### src/rtl/absPkg.sv
package absPkg;
  parameter int unsigned DefaultWidth = 16;

  typedef struct packed {
    logic invertBits;
    logic addOne;
  } absStrobe_t;
endpackage

### src/rtl/absFullAdder.sv
module absFullAdder (
  input  logic bitA,
  input  logic bitB,
  input  logic carryIn,
  output logic sumOut,
  output logic carryOut
);
  logic halfSum;

  assign halfSum  = bitA ^ bitB;
  assign sumOut   = halfSum ^ carryIn;
  assign carryOut = (bitA & bitB) | (halfSum & carryIn);
endmodule

### src/rtl/absControl.sv
module absControl (
  input  logic              signBit,
  output absPkg::absStrobe_t strobes
);
  always_comb begin
    strobes.invertBits = signBit;
    strobes.addOne     = signBit;
  end
endmodule

### src/rtl/absDatapath.sv
module absDatapath #(
  parameter int unsigned dataWidth = absPkg::DefaultWidth
) (
  input  logic [dataWidth-1:0] operandIn,
  input  absPkg::absStrobe_t   strobes,
  output logic [dataWidth-1:0] resultOut
);
  localparam int unsigned lastBit = dataWidth - 1;

  logic [dataWidth-1:0] maskWord;
  logic [dataWidth-1:0] maskedWord;
  logic [dataWidth-1:0] rippleCarry;

  assign maskWord       = {dataWidth{strobes.invertBits}};
  assign maskedWord     = operandIn ^ maskWord;
  assign rippleCarry[0] = strobes.addOne;

  for (genvar i = 0; i < dataWidth; i++) begin : g_stage
    if (i == lastBit) begin : g_top
      assign resultOut[i] = maskedWord[i] ^ rippleCarry[i];
    end else begin : g_cell
      absFullAdder i_cell (
        .bitA    (maskedWord[i]),
        .bitB    (1'b0),
        .carryIn (rippleCarry[i]),
        .sumOut  (resultOut[i]),
        .carryOut(rippleCarry[i+1])
      );
    end
  end
endmodule

### src/rtl/absValueUnit.sv
module absValueUnit #(
  parameter int unsigned dataWidth = absPkg::DefaultWidth
) (
  input  logic [dataWidth-1:0] operandIn,
  output logic [dataWidth-1:0] magnitudeOut
);
  localparam int unsigned signPos = dataWidth - 1;

  absPkg::absStrobe_t ctrlStrobes;

  absControl i_control (
    .signBit(operandIn[signPos]),
    .strobes(ctrlStrobes)
  );

  absDatapath #(.dataWidth(dataWidth)) i_datapath (
    .operandIn(operandIn),
    .strobes  (ctrlStrobes),
    .resultOut(magnitudeOut)
  );
endmodule

### config.mk
export PLATFORM = sky130hd
export DESIGN_NAME = absValueUnit
export DESIGN_NICKNAME = d
export VERILOG_FILES = /design/src/rtl/absPkg.sv /design/src/rtl/absFullAdder.sv /design/src/rtl/absControl.sv /design/src/rtl/absDatapath.sv /design/src/rtl/absValueUnit.sv
export SDC_FILE = /design/constraint.sdc
export NUM_CORES = 1
export LEC_CHECK = 0
export ABC_CLOCK_PERIOD_IN_PS = 4450
export BUFFER_PORTS_ARGS = -buffer_cell sky130_fd_sc_hd__buf_2
export CORE_AREA = 2 2 39 41
export DETAILED_ROUTE_END_ITERATION = 12
export DIE_AREA = 0 0 41 43
export PLACE_DENSITY = 0.73
export SYNTH_ARGS = -nofsm -noshare
export SYNTH_HDL_FRONTEND = slang
export SYNTH_SLANG_ARGS = --single-unit
### constraint.sdc
create_clock -name vclk -period 4.45
set_clock_uncertainty 0.1 [all_clocks]
set_input_delay 0.6675 -clock vclk [all_inputs]
set_output_delay 0.6675 -clock vclk [all_outputs]
set_load 0.02 [all_outputs]
==> flow_summary.json <==
{
  "status": "complete, no violations",
  "cts_hold_buf": 0,
  "wl_um": 803,
  "startpoint": "operandIn[15]",
  "yosys-top-cells-area": "ha_1 (40%), xor2_1 (26%), buf_4 (25%)",
  "layout-drive-gt1-share_pct": 65.15,
  "syn_inst": 49,
  "dieArea_mm2": 0.001763,
  "area_growth_pct": 24.80,
  "crit_type": "in2out",
  "dieHeight_um": 43,
  "hold_viol": 0,
  "overflow": 0,
  "worst_pin_slew_ns": 0.2570,
  "cellPowerDensity_mw_per_mm2": 126.2,
  "yosys_warnings": 0,
  "ys_types": 7,
  "synth.most_common_cell": "buf_4",
  "worstPathArrival_ns": 3.57,
  "first_pass_iters": 2,
  "ys_seq_area_share_pct": 0,
  "synth_top_cell_area_share_pct": 39.58,
  "rows": 14,
  "nFlopsAndLatches": 0,
  "routabilityCongestion": 0.5846,
  "io_buffer_count": 32,
  "grt_pass1_vias": 335,
  "initial_utilization_pct": 34.27,
  "wire_per_inst_um": 9.793,
  "dpl_worst_slack_ns": -0.08532,
  "crit_path_max_fanout": 4,
  "end_kind": "output port",
  "drv_slew": 0,
  "ys_top_cells_by_count": "buf_4 (16), ha_1 (15), xor2_1 (14)",
  "final_net_count": 99,
  "grt_util_all_layers_pct": 8.991,
  "die_w_um": 41,
  "setup_viol": 0,
  "fin_area_um2": 591.8,
  "required_ns": 3.68,
  "coreArea_mm2": 0.001384,
  "grt_pass1_wl_um": 1124,
  "fmax_mhz": 230.8,
  "final_core_util_pct": 42.77,
  "fin_ws_ns": 0.1174,
  "yosysTopAreaCell": "ha_1",
  "clkbuf_count": 0,
  "p_leak_nw": 0.3321,
  "fin_crit_sh_pct": 97.36,
  "worstSetupEndpoint": "magnitudeOut[14]",
  "grt_max_degree": 10,
  "antenna_left": 0,
  "peakVddDrop_mv": 0.05975,
  "syn_area_per_cell_um2": 9.678,
  "place_area_um2": 543.0,
  "synth_fp_nets": 80,
  "drc": 0,
  "num-fill-cells": 147,
  "hpwlAfterDp_um": 759,
  "slew_headroom_pct": 82.81,
  "hp-class": "in2out",
  "max_cap_violations": 0,
  "ios": 32,
  "viasPerCell": 4.317,
  "num_vias": 354,
  "seq_area_um2": 0,
  "rsz0062_at_grt": "false",
  "antenna_found_initial": 0,
  "drtIter0Drc": 1,
  "start_kind": "primary input",
  "final.min_clock_period_ns": 4.333,
  "syn_area_um2": 474.2,
  "diodes": 0
}
[cell type report]
type                       instances  area, µm²  area share (%)
timing repair buffer              35      188.9           31.92
tap                               16      20.02           3.383
multi-input combinational         30      379.1           64.06
inverter                           1      3.754          0.6342
[logic make-up after synthesis]
kind of cell	synth area share [%]
xor gates and xnor gates	27.71
buffers and inverters	32.72
adders and majority gates	39.58
[routing by layer]
metal | part of all wire, % | vias to the layer above | GRT usage, % | wire, µm
li1 | - | 177 | - | -
met1 | 33 | 154 | 6.013 | 261
met2 | 53 | 23 | 21.25 | 429
met3 | 14 | 0 | 1.571 | 112
met4 | 0 | 0 | 0 | 0
met5 | 0 | - | 0 | 0
[how the worst min path moves through the flow]
stage	endpoint	cells past startpoint	start
3_5_place_dp	magnitudeOut[15]	4	operandIn[14]
6_report	magnitudeOut[0]	4	operandIn[15]
3_3_place_gp	magnitudeOut[0]	4	operandIn[15]
5_1_grt	magnitudeOut[0]	4	operandIn[15]
4_1_cts	magnitudeOut[15]	4	operandIn[14]
2_1_floorplan	magnitudeOut[0]	3	operandIn[15]
[worst max-delay path, stage by stage]
cell   delay [ns]
buf_2        0.13
ha_1         0.18
ha_2         0.18
ha_1         0.18
ha_1         0.18
ha_1         0.18
ha_1         0.18
ha_2         0.17
ha_2         0.16
ha_1         0.17
ha_1         0.18
ha_2         0.18
ha_4         0.16
ha_4         0.16
ha_4         0.15
ha_4         0.25
buf_6        0.10
[stage by stage]
stage	power, mW	hold slack [ns]	std cells	setup TNS [ns]
floorplan	0.07002	1.543	49	0
finish	0.07467	1.703	82	0
CTS	0.07409	1.709	82	0
global placement	0.06853	1.688	82	-0.03086
detailed placement	0.07176	1.709	82	-0.08532
global route	0.08208	1.723	82	0
[where the power goes]
group	internal [mW]	switching [mW]	leakage, nW
Combinational	0.0306	0.0440	0.332
Sequential	0	0	0
Clock	0	0	0
[cells in the final DEF (no fill, tap or decap), drive strengths merged]
master / n
xnor2: 1
ha: 15
inv: 1
buf: 35
xor2: 14
[timing repair]
| item | 4_1_cts | 5_1_grt |
|---|---|---|
| resized for setup | 5 | 5 |
| pin swaps | 1 | 0 |
| endpoints found under the setup margin | 1 | 2 |
| gates cloned | 0 | 0 |
| buffers inserted | 0 | 0 |
No activity file was read; power rests on OpenSTA's default activity.
